`config.mk`:
```
export PLATFORM = sky130hd
export DESIGN_NAME = epg_pulse_gen
export DESIGN_NICKNAME = d
export VERILOG_FILES = /design/src/rtl/epg_pkg.sv /design/src/rtl/epg_pending.sv /design/src/rtl/epg_channel.sv /design/src/rtl/epg_qualifier.sv /design/src/rtl/epg_pulse_gen.sv
export SDC_FILE = /design/constraint.sdc
export NUM_CORES = 1
export LEC_CHECK = 0
export ABC_AREA = 1
export BUFFER_PORTS_ARGS = -buffer_cell sky130_fd_sc_hd__buf_2
export CORE_MARGIN = 2
export CORE_UTILIZATION = 55
export DETAILED_ROUTE_END_ITERATION = 7
export PLACE_DENSITY = 0.83
export SYNTH_ARGS = -nofsm -noshare
export SYNTH_HDL_FRONTEND = slang
export SYNTH_SLANG_ARGS = --single-unit
```
`constraint.sdc`:
```
create_clock -name clk -period 4 [get_ports clk]
set_input_delay 0.8 -clock clk [delete_from_list [all_inputs] [get_ports clk]]
set_output_delay 0.8 -clock clk [all_outputs]
set_load 0.05 [all_outputs]
```
`src/rtl/epg_pkg.sv`:
```
package epg_pkg;

    localparam int NUM_LINES = 2;
    localparam int LINE_PRI  = 0;
    localparam int LINE_SEC  = 1;

    function automatic int max3(input int a, input int b, input int c);
        int m;
        m = a;
        if (b > m) m = b;
        if (c > m) m = c;
        return m;
    endfunction

endpackage

```
`src/rtl/epg_pending.sv`:
```
module epg_pending #(
    parameter int PEND_W = 4
) (
    input  logic clk,
    input  logic rst_n,
    input  logic req_i,
    input  logic take_i,
    output logic has_o
);

    typedef struct packed {
        logic [PEND_W-1:0] cnt;
    } pend_t;

    pend_t st_d, st_q;

    always_comb begin
        st_d = st_q;
        unique case ({req_i, take_i})
            2'b10: begin
                if (st_q.cnt != '1) st_d.cnt = st_q.cnt + 1'b1;
            end
            2'b01: begin
                if (st_q.cnt != '0) st_d.cnt = st_q.cnt - 1'b1;
            end
            default: st_d.cnt = st_q.cnt;
        endcase
    end

    always_ff @(posedge clk or negedge rst_n) begin
        if (!rst_n) st_q <= '0;
        else        st_q <= st_d;
    end

    assign has_o = (st_q.cnt != '0);

endmodule

```
`src/rtl/epg_channel.sv`:
```
module epg_channel #(
    parameter int PERIOD_CYC = 2048,
    parameter int WIDTH_CYC  = 1000
) (
    input  logic clk,
    input  logic rst_n,
    input  logic launch_i,
    output logic pulse_n_o,
    output logic ready_o,
    output logic running_o
);

    localparam int CW = $clog2(PERIOD_CYC);
    localparam logic [CW-1:0] LOAD_V = CW'(PERIOD_CYC - 1);
    localparam logic [CW-1:0] LOW_END = CW'(PERIOD_CYC - WIDTH_CYC);

    typedef struct packed {
        logic [CW-1:0] cnt;
        logic          low;
    } chan_t;

    chan_t st_d, st_q;

    always_comb begin
        st_d = st_q;
        if (launch_i) begin
            st_d.cnt = LOAD_V;
            st_d.low = 1'b1;
        end else begin
            if (st_q.cnt != '0) st_d.cnt = st_q.cnt - 1'b1;
            if (st_q.low && (st_q.cnt <= LOW_END)) st_d.low = 1'b0;
        end
    end

    always_ff @(posedge clk or negedge rst_n) begin
        if (!rst_n) st_q <= '0;
        else        st_q <= st_d;
    end

    assign pulse_n_o = ~st_q.low;
    assign ready_o   = (st_q.cnt == '0);
    assign running_o = (st_q.cnt != '0);

endmodule

```
`src/rtl/epg_qualifier.sv`:
```
module epg_qualifier #(
    parameter int SETUP_CYC = 6
) (
    input  logic clk,
    input  logic rst_n,
    input  logic dir_i,
    input  logic hold_i,
    output logic qual_n_o,
    output logic settled_o,
    output logic changing_o
);

    localparam int SW = $clog2(SETUP_CYC + 1);
    localparam logic [SW-1:0] AGE_MAX = SW'(SETUP_CYC - 1);

    typedef struct packed {
        logic          lvl;
        logic [SW-1:0] age;
    } qual_t;

    qual_t st_d, st_q;
    logic  chg;

    always_comb begin
        st_d = st_q;
        chg  = !hold_i && (dir_i != st_q.lvl);
        if (chg) begin
            st_d.lvl = dir_i;
            st_d.age = '0;
        end else if (st_q.age != AGE_MAX) begin
            st_d.age = st_q.age + 1'b1;
        end
    end

    always_ff @(posedge clk or negedge rst_n) begin
        if (!rst_n) begin
            st_q.lvl <= 1'b0;
            st_q.age <= AGE_MAX;
        end else begin
            st_q <= st_d;
        end
    end

    assign qual_n_o   = ~st_q.lvl;
    assign settled_o  = (st_q.age == AGE_MAX);
    assign changing_o = chg;

endmodule

```
`src/rtl/epg_pulse_gen.sv`:
```
module epg_pulse_gen #(
    parameter int PERIOD_CYC  = 2048,
    parameter int WIDTH_CYC   = 1000,
    parameter int SETUP_CYC   = 6,
    parameter int STAGGER_CYC = 1016,
    parameter int PEND_W      = 4
) (
    input  logic clk,
    input  logic rst_n,
    input  logic req_a_i,
    input  logic req_b_i,
    input  logic dir_i,
    output logic pls_a_n_o,
    output logic qual_n_o,
    output logic pls_b_n_o,
    output logic busy_o
);

    import epg_pkg::*;

    localparam int SCW = $clog2(STAGGER_CYC + 1);
    localparam logic [SCW-1:0] STG_LOAD = SCW'(STAGGER_CYC - 1);

    typedef struct packed {
        logic [SCW-1:0] stg;
    } top_t;

    top_t st_d, st_q;

    logic [NUM_LINES-1:0] req;
    logic [NUM_LINES-1:0] has;
    logic [NUM_LINES-1:0] ready;
    logic [NUM_LINES-1:0] running;
    logic [NUM_LINES-1:0] pulse_n;
    logic [NUM_LINES-1:0] launch;
    logic                 settled;
    logic                 changing;
    logic                 any_low;

    assign req[LINE_PRI] = req_a_i;
    assign req[LINE_SEC] = req_b_i;

    generate
        for (genvar g = 0; g < NUM_LINES; g++) begin : g_line
            epg_pending #(
                .PEND_W(PEND_W)
            ) u_pend (
                .clk   (clk),
                .rst_n (rst_n),
                .req_i (req[g]),
                .take_i(launch[g]),
                .has_o (has[g])
            );

            epg_channel #(
                .PERIOD_CYC(PERIOD_CYC),
                .WIDTH_CYC (WIDTH_CYC)
            ) u_chan (
                .clk      (clk),
                .rst_n    (rst_n),
                .launch_i (launch[g]),
                .pulse_n_o(pulse_n[g]),
                .ready_o  (ready[g]),
                .running_o(running[g])
            );
        end
    endgenerate

    assign any_low = ~&pulse_n;

    epg_qualifier #(
        .SETUP_CYC(SETUP_CYC)
    ) u_qual (
        .clk       (clk),
        .rst_n     (rst_n),
        .dir_i     (dir_i),
        .hold_i    (any_low),
        .qual_n_o  (qual_n_o),
        .settled_o (settled),
        .changing_o(changing)
    );

    always_comb begin
        st_d = st_q;
        launch[LINE_PRI] = has[LINE_PRI] && ready[LINE_PRI] && settled && !changing;
        launch[LINE_SEC] = has[LINE_SEC] && ready[LINE_SEC] && settled && !changing
                           && (st_q.stg == '0) && !launch[LINE_PRI];
        if (launch[LINE_PRI])    st_d.stg = STG_LOAD;
        else if (st_q.stg != '0) st_d.stg = st_q.stg - 1'b1;
    end

    always_ff @(posedge clk or negedge rst_n) begin
        if (!rst_n) st_q <= '0;
        else        st_q <= st_d;
    end

    assign pls_a_n_o = pulse_n[LINE_PRI];
    assign pls_b_n_o = pulse_n[LINE_SEC];
    assign busy_o    = (|has) || (|running) || (st_q.stg != '0);

endmodule

```
## Word-level counts from Yosys, hierarchy flattened

Cells that the tools add are included.

| word-level totals | value |
|---|---|
| register bits after elaboration | 46 |
| input bits | 5 |
| output and inout port bits | 4 |
| logic and storage cells | 87 |

| operators by class | value |
|---|---|
| add/sub/neg operators | 8 |
| $lt $le $gt $ge | 2 |
| equal/unequal tests | 13 |
| muxes and demuxes | 16 |
| bitwise gates (word level) | 3 |
| reduce and logical (&&, ||, !) cells | 36 |

Operator list:

| operator | count |
|---|---|
| $mux W12 | 2 |
| $le A11 B11 Y1 const B | 2 |
| $logic_not A11 Y1 | 2 |
| $mux W11 | 2 |
| $reduce_bool A11 Y1 | 2 |
| $sub A11 B1 Y11 const B | 2 |
| $mux W10 | 2 |
| $mux W4 | 4 |
| $pmux W4 S2 | 2 |
| $reduce_bool A2 Y1 | 8 |
| $logic_and A1 B1 Y1 | 11 |
| $logic_not A10 Y1 | 1 |
| $reduce_bool A10 Y1 | 1 |
| $sub A10 B1 Y10 const B | 1 |
| $add A4 B1 Y4 const B | 2 |
| $ne A2 B1 Y1 const B | 4 |
| $ne A4 B4 Y1 const B | 2 |
| $reduce_bool A4 Y1 | 2 |
| $sub A4 B1 Y4 const B | 2 |
| $mux W3 | 2 |
| $reduce_and A3 Y1 | 2 |
| $eq A2 B1 Y1 const B | 2 |
| $eq A2 B2 Y1 const B | 2 |
| $reduce_or A2 Y1 | 2 |
| other kinds (9) | 14 |

## Logic depth before layout (Yosys ltp)

Gate-level depths: netlist of run 1.

| depth | value |
|---|---|
| depth in word-level cells | 10 |
| gate-level depth with buffers | 17 |
| gate-level depth less buffers | 16 |

## Hierarchy

From an unflattened synthesis of run 1, not the netlist that was laid out.

| unflattened totals | value |
|---|---|
| cells, all modules | 415 |
| area total of the unflattened synthesis | 3052.9 um^2 |

Modules (own cells, without submodules):

| module | instances | cells each | area an instance (um^2) | sequential area each (um^2) |
|---|---|---|---|---|
| epg_channel | 2 | 100 | 770.7 | 300.3 |
| epg_pending | 2 | 47 | 314.1 | 100.1 |
| epg_pulse_gen | 1 | 83 | 621.8 | 250.2 |
| epg_qualifier | 1 | 38 | 261.5 | 102.6 |

## Worst setup path before layout of run 1

OpenSTA, ideal clock, no wires.

| timing | value |
|---|---|
| path kind | input-to-reg |
| from | input port dir_i |
| to | register g_line[1].u_pend.st_q[2] (netlist bit) |
| library setup time | 0.136 ns |
| data arrival time | 2.450 ns |
| data required time | 3.864 ns |
| path slack | 1.414 ns |
| stages on the path | 16 |
| buffers on the path | 1 |
| cell sequence | inv_1 -> nand2_1 -> nand3_4 -> nand2_2 -> nor2_1 -> nand2_2 -> nand3_4 -> buf_12 -> inv_2 -> ha_1 -> xor2_1 -> ha_1 -> a21oi_1 -> xnor2_1 -> nand2_1 -> o21ai_0 |

| on the way | value |
|---|---|
| word-level cells in the longest chain between the ends | 9 |
| elaborated cells between the ends (all ways) | 15 |
| classes of those cells | eq/ne (5); mux (1); reduce/logical (9) |

Ends and longest elaborated chain:

| item | line | RTL |
|---|---|---|
| start: declaration | epg_pulse_gen.sv:12 | `input logic dir_i,` |
| $ne A1 B1 Y1 (*) | epg_qualifier.sv:26 | `chg = !hold_i && (dir_i != st_q.lvl);` |
| $logic_and A1 B1 Y1 (*) | epg_qualifier.sv:26 |  |
| $logic_not A1 Y1 (*) | epg_pulse_gen.sv:85, epg_pulse_gen.sv:86 |  |
| $logic_and A1 B1 Y1 (on tied branches) | epg_pulse_gen.sv:86, epg_pulse_gen.sv:85 |  |
| $logic_and A1 B1 Y1 or $logic_not A1 Y1 (tied branches) | epg_pulse_gen.sv:87 | `&& (st_q.stg == '0) && !launch[LINE_PRI];` |
| $logic_and A1 B1 Y1 (*) | epg_pulse_gen.sv:87 |  |
| via g_line[1].u_chan.launch_i | epg_channel.sv:7 | `input logic launch_i,` |
| $eq A2 B1 Y1 or $eq A2 B2 Y1 (tied branches) | epg_pending.sv:19 | `unique case ({req_i, take_i})` |
| $ne A2 B1 Y1 (no line) or $reduce_bool A2 Y1 (tied branches) | - |  |
| $reduce_and A3 Y1 (no line) | - |  |
| end signal: assignment | epg_pending.sv:32 | `else st_q <= st_d;` |
| end: declaration | epg_pending.sv:15 | `pend_t st_d, st_q;` |

The timed path passes the listed nets; every way through them passes the cells marked *.
A chain may end at the register's enable or synchronous reset.

## Worst setup path in the final report of run 1

| timing | value |
|---|---|
| from | register g_line[0].u_chan.st_q[1] (netlist bit) |
| to | register g_line[1].u_pend.st_q[3] (netlist bit) |

| on the way | value |
|---|---|
| word-level cells in the longest chain between the ends | 9 |
| elaborated cells between the ends (all ways) | 13 |
| classes of those cells | eq/ne (4); mux (1); reduce/logical (8) |

Ends and longest elaborated chain:

| item | line | RTL |
|---|---|---|
| start: declaration | epg_channel.sv:22 | `chan_t st_d, st_q;` |
| start signal: assignment | epg_channel.sv:37 | `else st_q <= st_d;` |
| $logic_not A11 Y1 (*) | epg_channel.sv:41 | `assign ready_o = (st_q.cnt == '0);` |
| $logic_and A1 B1 Y1 (*) (3 in a row) | epg_pulse_gen.sv:85 | `launch[LINE_PRI] = has[LINE_PRI] && ready[LINE_PRI] && settled && !changing;` |
| $logic_not A1 Y1 (*) | epg_pulse_gen.sv:87 |  |
| $logic_and A1 B1 Y1 (*) | epg_pulse_gen.sv:87 |  |
| via g_line[1].u_chan.launch_i | epg_channel.sv:7 |  |
| $eq A2 B1 Y1 or $eq A2 B2 Y1 (tied branches) | epg_pending.sv:19 |  |
| $ne A2 B1 Y1 (no line) or $reduce_bool A2 Y1 (tied branches) | - |  |
| $reduce_and A3 Y1 (no line) | - |  |

Marked as above.

==> results of run 1 <==
## power by group
part | internal, mW | switching [mW]
Clock | 0.126 | 0.173
Combinational | 0.0746 | 0.116
Sequential | 0.505 | 0.0490
Total | 0.706 | 0.338
## sequential cells by signal, indices dropped and copies added, names as in the netlist
register            cells
u_qual.st_q             4
g_line.u_chan.st_q     24
st_q                   10
g_line.u_pend.st_q      8
## routing by layer
layer / up-vias / wire [um] / global-route usage (%)
met2: 63 / 3020 / 37.2
li1: 1276 / - / -
met1: 1169 / 2760 / 26.6
met3: 8 / 224 / 4.25
met5: - / 0 / 0
met4: 0 / 66 / 7.02
## cell usage in the layout (no fill, tap or decap)
cell type   instances
nand2_1            73
inv_1              64
dfrtp_1            44
nor2_1             40
nand3_1            38
o21ai_0            25
ha_1               16
nand4_1            14
nand2_2             9
nand3_2             9
xor2_1              9
buf_2               8
nor2_4              6
inv_2               6
o211ai_1            6
a21oi_1             6
nor2_2              5
clkbuf_8            5
xnor2_1             4
nor3_1              4
nand3_4             2
dfstp_2             2
nor3_2              1
o21bai_1            1
o211ai_2            1
nand2_4             1
a31oi_1             1
nor2b_1             1
fa_1                1
clkinv_4            1
inv_6               1
clkinvlp_4          1
## final timing paths
path,from,endpoint,slack [ns]
worst max-delay path,g_line[0].u_chan.st_q[1],g_line[1].u_pend.st_q[3],1.03
worst min-delay path,g_line[1].u_chan.st_q[10],g_line[1].u_chan.st_q[10],0.49
worst max register to register,g_line[0].u_chan.st_q[1],g_line[1].u_pend.st_q[3],1.03
worst min register to register,g_line[1].u_chan.st_q[10],g_line[1].u_chan.st_q[10],0.49
max in group asynchronous,rst_n,g_line[0].u_pend.st_q[1],2.70
min in group asynchronous,rst_n,g_line[0].u_chan.st_q[9],0.66
## kinds of logic after synthesis
logic type | share of synthesized area (%)
AND/OR/NAND/NOR | 33.9
buffers and inverters | 9.57
flip-flops | 38.0
AO/OA/AOI/OAI | 7.46
adder cells (fa/ha/maj) | 7.26
XOR/XNOR | 3.75
## cell type report
| type | count | area, um^2 |
|---|---|---|
| Inverter | 70 | 263 |
| Clock buffer | 5 | 68.8 |
| Clock inverter | 3 | 25.0 |
| Multi-Input combinational cell | 273 | 1590 |
| Fill cell | 472 | 2170 |
| Sequential cell | 46 | 1150 |
| Timing Repair Buffer | 8 | 40.0 |
| Tap cell | 72 | 90.1 |
## critical path: cells and delay by family (launching register included)
family                     cells  cell delay, ns
AOI/OAI and AO/OA              1            0.15
and+or+nand+nor                9            1.44
adders and majority gates      2            0.49
buffers and inverters          3            0.34
DFF                            1            0.41
## per-stage QoR
| stage | hold WS (ns) | power (mW) | cell area, um^2 | setup WS (ns) |
|---|---|---|---|---|
| after floorplan | 0.456 | 0.698 | 3030 | 1.41 |
| after global placement | 0.480 | 0.739 | 3140 | 1.07 |
| after detailed placement | 0.474 | 0.755 | 3140 | 0.914 |
| after CTS | 0.501 | 1.05 | 3230 | 1.05 |
| after global routing | 0.526 | 1.11 | 3230 | 0.747 |
| final | 0.493 | 1.04 | 3230 | 1.03 |
==> Implementation_results.wiki, run 1 <==
{| class="wikitable"
! Metric !! Value
|-
| Max Clk Rate || about 0.34 GHz
|-
| Total global routing overflow || 0
|-
| Count of routing violations after the opening detailed-route iteration || 170
|-
| CP max stage cell || dfrtp_1
|-
| Mean Syn Cell Area || about 7.8 um^2
|-
| Count of hold-fix buffers inserted at cts || 0
|-
| Number of hold-slack violations in the final timing report || 0
|-
| Standard-cell row count || 27
|-
| Most frequently used cell type in the post-synthesis netlist || nand2_1
|-
| Hold WC Path Type || reg -> reg
|-
| Synth cell types || 29
|-
| TritonCTS clock tree || built
|-
| Critical path capture point type || flip-flop
|-
| Routed wirelength normalized by instance count || between 10 and 15 um
|-
| Relative max-transition margin || 32.4%
|-
| Initial Util || between 50% and 60%
|-
| Number of antenna violations at the first check in global routing || 0
|-
| IO Pins || 9
|-
| Layout Area Growth over Synthesis || 6.47%
|-
| Final Routed Wirelength || roughly 6100 um
|-
| Proportion of layout cells with a drive suffix above 1 || between 10 and 15%
|-
| Ranking of synthesized cells by area || dfrtp_1 36%, nand2_1 9.0%, inv_1 7.9%
|-
| Remaining number of nets flagged by the antenna check after routing || 0
|-
| DRC violations left || 0
|-
| Worst hold path stage count || 2
|-
| Fraction of registers with async set or reset after synthesis || 100%
|-
| Peak fanout along the critical path || 16
|-
| Tmin final || approximately 3 ns
|-
| Clock root buffer || clkbuf_8
|-
| Cell leakage power || between 1.5 and 2 nW
|-
| Height of the chip || between 70 and 80 um
|-
| Vias post-DR || about 2500
|-
| Number of max-cap violations || 0
|-
| Yosys top cell by area || dfrtp_1
|-
| Outcome || complete, no violations
|-
| Worst path required time || 4.19 ns
|-
| Net count, final || 426
|-
| Top cells by instance count after synthesis || 73 x nand2_1, 64 x inv_1, 44 x dfrtp_1
|-
| Clock buffers created by TritonCTS || 5
|-
| Number of slew-limit violations in the final report || 0
|-
| Maximum number of pins on one net before global-route repair || 47
|-
| Number of standard cells in the layout, taps in and fillers out || between 400 and 500
|-
| Critical Path Most Common Cell || nand2_1
|-
| Slew at the pin with the worst max-slew slack || between 1 and 1.5 ns
|-
| Chain of cells forming the critical path || inv_1 > ha_1 > nand2_1 > nor2_2 > nand2_2 > inv_2 > nand2_2 > nand3_4 > inv_2 > ha_1 > o21bai_1 > nor2_1 > nand3_1 > nand2_1 > nand2_1
|-
| Warnings from Yosys || 0
|-
| Most instantiated flip-flop cell in the synthesis netlist || dfrtp_1
|-
| Setup crit start kind || flip-flop
|-
| Maximum level of the CTS H-tree || 2
|-
| First-pass iteration count of the detailed router || 4
|-
| Stage delay of the slowest cell on the critical path || 0.41 ns
|-
| Overall routing resource usage || a little over a fifth
|-
| Synthesized net count || between 400 and 500
|-
| Synth Instances || 391
|-
| Maximum root-to-sink buffer count || 2
|-
| Cells resized by post-CTS repair || 0
|-
| Number of cells after detailed placement || around 470
|-
| Peak VDD IR || a little under 0.4 mV
|-
| Post-DP HPWL || roughly 4600 um
|-
| Register-to-Register Path Depth || 15
|-
| Worst clock skew on the final layout || roughly 0.013 ns
|-
| Total of flip-flops plus latches after synthesis || 46
|-
| Horizontal die dimension || a little under 80 um
|-
| Data arrival time at the worst-slack endpoint || 3.16 ns
|-
| Count of antenna diodes in the layout || 0
|-
| Worst-Skew Late Latency || just over 0.3 ns
|-
| Number of endpoints failing setup at the final stage || 0
|-
| Core Region || ~5400 um^2
|-
| Number of clock sinks || 46
|-
| Crit Path Category || reg -> reg
|-
| First-pass GRT wire length || about 11000 um
|-
| Share of the cycle needed by the critical path after routing || between 70% and 80%
|-
| EDFF count, synth || 0
|-
| Post-CTS Repair Setup Buffers || 0
|-
| I/O Buffers || 8
|-
| Cell Pwr Density || roughly 320 nW/um^2
|-
| RSZ-0062 raised after global routing || false
|-
| Clock input transition at the sequential cells of the worst setup and hold paths || ~0.1 ns
|-
| Accumulated negative setup slack || 0 ns
|-
| Cell area after technology mapping || 3030 um^2
|-
| Sequential share of the synthesized area || 38.0%
|-
| Global placer's final weighted congestion || between 0.9 and 1
|-
| Vias per cell || 5.27
|-
| Via count of the first global-routing pass || about 2500
|-
| Final core utilization || between 50% and 60%
|-
| Area enclosed by the die boundary || between 6000 and 7000 um^2
|-
| Fraction of synthesized cell area taken by the top area cell type || a little over a third
|}
(Power assumes the default switching activity.)
==> run 2, diff against run 1 <==
--- a/config.mk
+++ b/config.mk
@@ -5,7 +5,7 @@
 export SDC_FILE = /design/constraint.sdc
 export NUM_CORES = 1
 export LEC_CHECK = 0
-export ABC_AREA = 1
+export ABC_AREA = 0
 export BUFFER_PORTS_ARGS = -buffer_cell sky130_fd_sc_hd__buf_2
 export CORE_MARGIN = 2
 export CORE_UTILIZATION = 55
==> constraint.sdc (replaced) <==
create_clock -name clk -period 3 [get_ports clk]
set_input_delay 0.6 -clock clk [delete_from_list [all_inputs] [get_ports clk]]
set_output_delay 0.6 -clock clk [all_outputs]
set_load 0.05 [all_outputs]
==> run 2 against run 1 <==
  * Clock power rose by 29%
  * Hold slack got worse by 0.023 ns
  * Maximum frequency rose by 5.7%
  * Flip-flop and latch count did not move
  * Non-clock buffer count rose by 12
  * Largest cell class unchanged
  * First-iteration DRC count fell by 5.9%
==> Implementation_results.wiki, run 2 <==
{| class="wikitable"
! Metric !! Value
|-
| Outcome || complete, no violations
|-
| Warnings from Yosys || 0 (unchanged)
|-
| Top cells by instance count after synthesis || 44 x dfrtp_1, 27 x nand2_1, 18 x nand3_1
|-
| Synth Instances || 276 (-29%)
|-
| Slew at the pin with the worst max-slew slack || 0.999 ns (-0.0149 ns)
|-
| Commonest non-fill, non-tap cells in the layout || 44 x dfrtp_1, 27 x nand2_1, 18 x nand3_1
|-
| IO Pins || 9 (unchanged)
|-
| Setup crit start kind || flip-flop
|-
| R2R Path Start || g_line[0].u_chan.st_q[1]
|-
| Relative max-transition margin || 33.4% (+0.99 points)
|-
| Overall routing resource usage || 20.6% (-0.81 points)
|-
| Share of the cycle needed by the critical path after routing || 93.7% (+19 points)
|-
| Via count of the first global-routing pass || 1972 (-20%)
|-
| Worst-case setup slack after placement || 0.0640 ns (-0.850 ns)
|-
| Total global routing overflow || 0 (unchanged)
|-
| Maximum number of pins on one net before global-route repair || 47 (unchanged)
|-
| Vias per cell || 5.85 (+11%)
|-
| Smallest setup slack after layout || 0.189 ns (-0.840 ns)
|-
| Xor and xnor area share after synthesis || 4.22% (+0.47 points)
|-
| Maximum level of the CTS H-tree || 2 (unchanged)
|-
| Worst path required time || 3.21 ns (-0.98 ns)
|-
| Total of flip-flops plus latches after synthesis || 46 (unchanged)
|-
| Largest registers || g_line.u_chan.st_q: 24 flops, st_q: 10 flops, g_line.u_pend.st_q: 8 flops
|-
| Count of hold-fix buffers inserted at cts || 0 (unchanged)
|-
| Worst setup startpoint || g_line[0].u_chan.st_q[1]
|-
| Post-DP HPWL || 3720 um (-19%)
|-
| Portion of netlist area occupied by mux cells || 0.789% (+0.79 points)
|-
| Standard-cell row count || 25 (-7.4%)
|-
| DRC violations left || 0 (unchanged)
|-
| Worst setup path endpoint || g_line[0].u_pend.st_q[2]
|-
| Post-synthesis share of cell area spent on and, or, nand and nor gates || 26.2% (-7.8 points)
|-
| Final core utilization || 63.5% (+3.8 points)
|-
| Most frequently used cell type in the post-synthesis netlist || dfrtp_1
|-
| TritonCTS clock tree || built
|-
| Number of max-cap violations || 0 (unchanged)
|-
| Critical path capture point type || flip-flop
|-
| Count of antenna diodes in the layout || 0 (unchanged)
|-
| Horizontal die dimension || 74 um (-5.5%)
|-
| Final Routed Wirelength || 5130 um (-16%)
|-
| Mean Syn Cell Area || 9.76 um^2 (+26%)
|-
| Cell Pwr Density || 437 nW/um^2 (+35%)
|-
| Area enclosed by the die boundary || 5480 um^2 (-11%)
|-
| Leading cell type in the layout, fill and taps excluded || dfrtp_1
|-
| Initial Util || 57.1% (+0.93 points)
|-
| Sequential share of the synthesized area || 42.8% (+4.8 points)
|-
| Synth Area in Adders || 8.17% (+0.91 points)
|-
| Maximum root-to-sink buffer count || 2 (unchanged)
|-
| Worst-Skew Late Latency || 0.30 ns (about the same)
|-
| Tmin final || 2.81 ns (-0.160 ns)
|-
| Ranking of synthesized cells by area || dfrtp_1 41%, ha_1 7.4%, nand2_1 3.8%
|-
| Layout Area Growth over Synthesis || 11.3%
|-
| Routed wirelength normalized by instance count || 14.0 um (+10%)
|-
| Clock buffers created by TritonCTS || 5 (unchanged)
|-
| Hold WC Path Type || in -> async
|-
| Number of endpoints failing setup at the final stage || 0 (unchanged)
|-
| Fraction of registers with async set or reset after synthesis || 100% (unchanged)
|-
| Global placer's final weighted congestion || 0.841 (-11%)
|-
| Data arrival time at the worst-slack endpoint || 3.02 ns (-0.14 ns)
|-
| I/O Buffers || 8 (unchanged)
|-
| Peak VDD IR || 0.171 mV (-57%)
|-
| Top register by number of flip-flops || g_line.u_chan.st_q
|-
| Area of combinational cells with multiple inputs || 1470 um^2 (-7.3%)
|-
| Proportion of layout cells with a drive suffix above 1 || 16.4% (+2.1 points)
|-
| Clock input transition at the sequential cells of the worst setup and hold paths || 0.08 ns (-0.02 ns)
|-
| First-pass iteration count of the detailed router || 4 (unchanged)
|-
| Crit Path Category || reg -> reg
|-
| Vias post-DR || 2140 (-15%)
|-
| Dominant combinational cell family by area after synthesis || simple AND/OR/NAND/NOR gates
|-
| Max FFs per register || 24 (unchanged)
|-
| Register area || 1150 um^2 (unchanged)
|-
| Share of the synthesized area in compound gates (AO/OA/AOI/OAI) || 13.8% (+6.4 points)
|-
| Peak fanout along the critical path || 18 (+2)
|-
| Core Region || 4720 um^2 (-13%)
|-
| Number of antenna violations at the first check in global routing || 0 (unchanged)
|-
| Number of slew-limit violations in the final report || 0 (unchanged)
|-
| Slack of the worst reg-to-reg path || 0.19 ns (-0.84 ns)
|-
| Fraction of synthesized cell area taken by the top area cell type || 40.9% (+4.6 points)
|-
| Count of filler cells inserted in the layout || 371 (-21%)
|-
| Max Clk Rate || 0.356 GHz (+5.7%)
|-
| Cell leakage power || 1.20 nW (-25%)
|-
| Net count, final || 320 (-25%)
|-
| Cell area after technology mapping || 2700 um^2 (-11%)
|-
| Number of hold-slack violations in the final timing report || 0 (unchanged)
|-
| First-pass GRT wire length || 8860 um (-16%)
|-
| Most instantiated flip-flop cell in the synthesis netlist || dfrtp_1
|-
| Number of clock sinks || 46 (unchanged)
|-
| Worst reg2reg path endpoint || g_line[0].u_pend.st_q[2]
|-
| Count of routing violations after the opening detailed-route iteration || 160 (-5.9%)
|-
| Total Power || 1.31 mW (+26%)
|-
| Height of the chip || 74 um (-5.5%)
|-
| Worst clock skew on the final layout || 0.00753 ns (-0.00577 ns)
|-
| Yosys top cell by area || dfrtp_1
|-
| EDFF count, synth || 0 (unchanged)
|-
| Register-to-Register Path Depth || 11 (-4)
|-
| Synth cell types || 51 (+76%)
|-
| Clock root buffer || clkbuf_8
|-
| Synthesized net count || 298 (-28%)
|-
| Remaining number of nets flagged by the antenna check after routing || 0 (unchanged)
|}
[run 2: cell count changes after synthesis, sizes merged, moves of 7 or more]
| cell | before | now |
|---|---|---|
| nand2b | 0 | 10 |
| nor4 | 0 | 7 |
| or3 | 0 | 7 |
| nand4 | 14 | 3 |
| nand2 | 83 | 27 |
| nand3 | 49 | 19 |
| nor2 | 51 | 12 |
| or4 | 0 | 7 |
| o21ai | 25 | 15 |
| inv | 70 | 18 |
[run 2: worst min-delay path by stage]
| stage | startpoint | to | slack, ns |
|---|---|---|---|
| after floorplan | rst_n | g_line[0].u_chan.st_q[0] | 0.30 |
| after global placement | g_line[1].u_pend.st_q[3] | g_line[1].u_pend.st_q[3] | 0.48 |
| after detailed placement | g_line[1].u_pend.st_q[3] | g_line[1].u_pend.st_q[3] | 0.49 |
| after CTS | rst_n | g_line[0].u_chan.st_q[1] | 0.50 |
| after global routing | g_line[1].u_pend.st_q[3] | g_line[1].u_pend.st_q[3] | 0.53 |
| final | rst_n | g_line[0].u_chan.st_q[3] | 0.47 |
[run 2: cell families (layout without fill, tap and decap cells)]
group | count (synthesis) | count (layout)
AOI/OAI and AO/OA | 55 | 55
xor gates and xnor gates | 13 | 13
adders and majority gates | 17 | 17
buffers and inverters | 23 | 46
DFF | 46 | 46
muxes | 2 | 2
and+or+nand+nor | 120 | 120
[run 2: stage by stage]
| stage | setup TNS, ns | hold slack (ns) | std cells | area (um^2) |
|---|---|---|---|---|
| 2_1_floorplan | 0 | 0.304 | 276 | 2700 |
| 3_3_place_gp | 0 | 0.484 | 357 | 2870 |
| 3_5_place_dp | 0 | 0.487 | 357 | 2870 |
| 4_1_cts | 0 | 0.497 | 365 | 2960 |
| 5_1_grt | -0.0107 | 0.527 | 366 | 3000 |
| 6_report | 0 | 0.470 | 366 | 3000 |
[run 2: worst max-delay path, stage by stage, from the launching register on]
cell and delay (ns):
dfrtp_1 0.41, inv_1 0.09, ha_1 0.20, nor2b_4 0.22
nand3_4 0.09, or4_4 0.57, buf_4 0.22, ha_1 0.19
nand4_1 0.08, o22ai_1 0.14, or2_2 0.34, o21ai_0 0.17
[run 2: repair_timing]
action                                  in CTS  in global routing
setup buffers                                0                  1
endpoints found under the setup margin       0                  2
gates resized for setup                      0                  7
[run 2: cell type report]
cell class,instances,share of cell area (%)
inverters,18,2.25
flip-flops and latches,46,38.4
repair buffers,20,4.34
clock buffers,7,2.88
well taps,67,2.79
clock inverters,1,0.167
multi-input cells,207,49.1
[run 2: metal layers]
layer	vias up	GRT usage (%)	wire [um]
met5	-	0	0
met2	45	33.7	2530
met4	0	5.66	39
met3	4	4.07	181
li1	1051	-	-
met1	1040	27.9	2370
[run 2: where the power goes]
part / internal (mW) / switching (mW)
sequential: 0.669 / 0.0712
combinational: 0.0912 / 0.0931
clock: 0.186 / 0.200
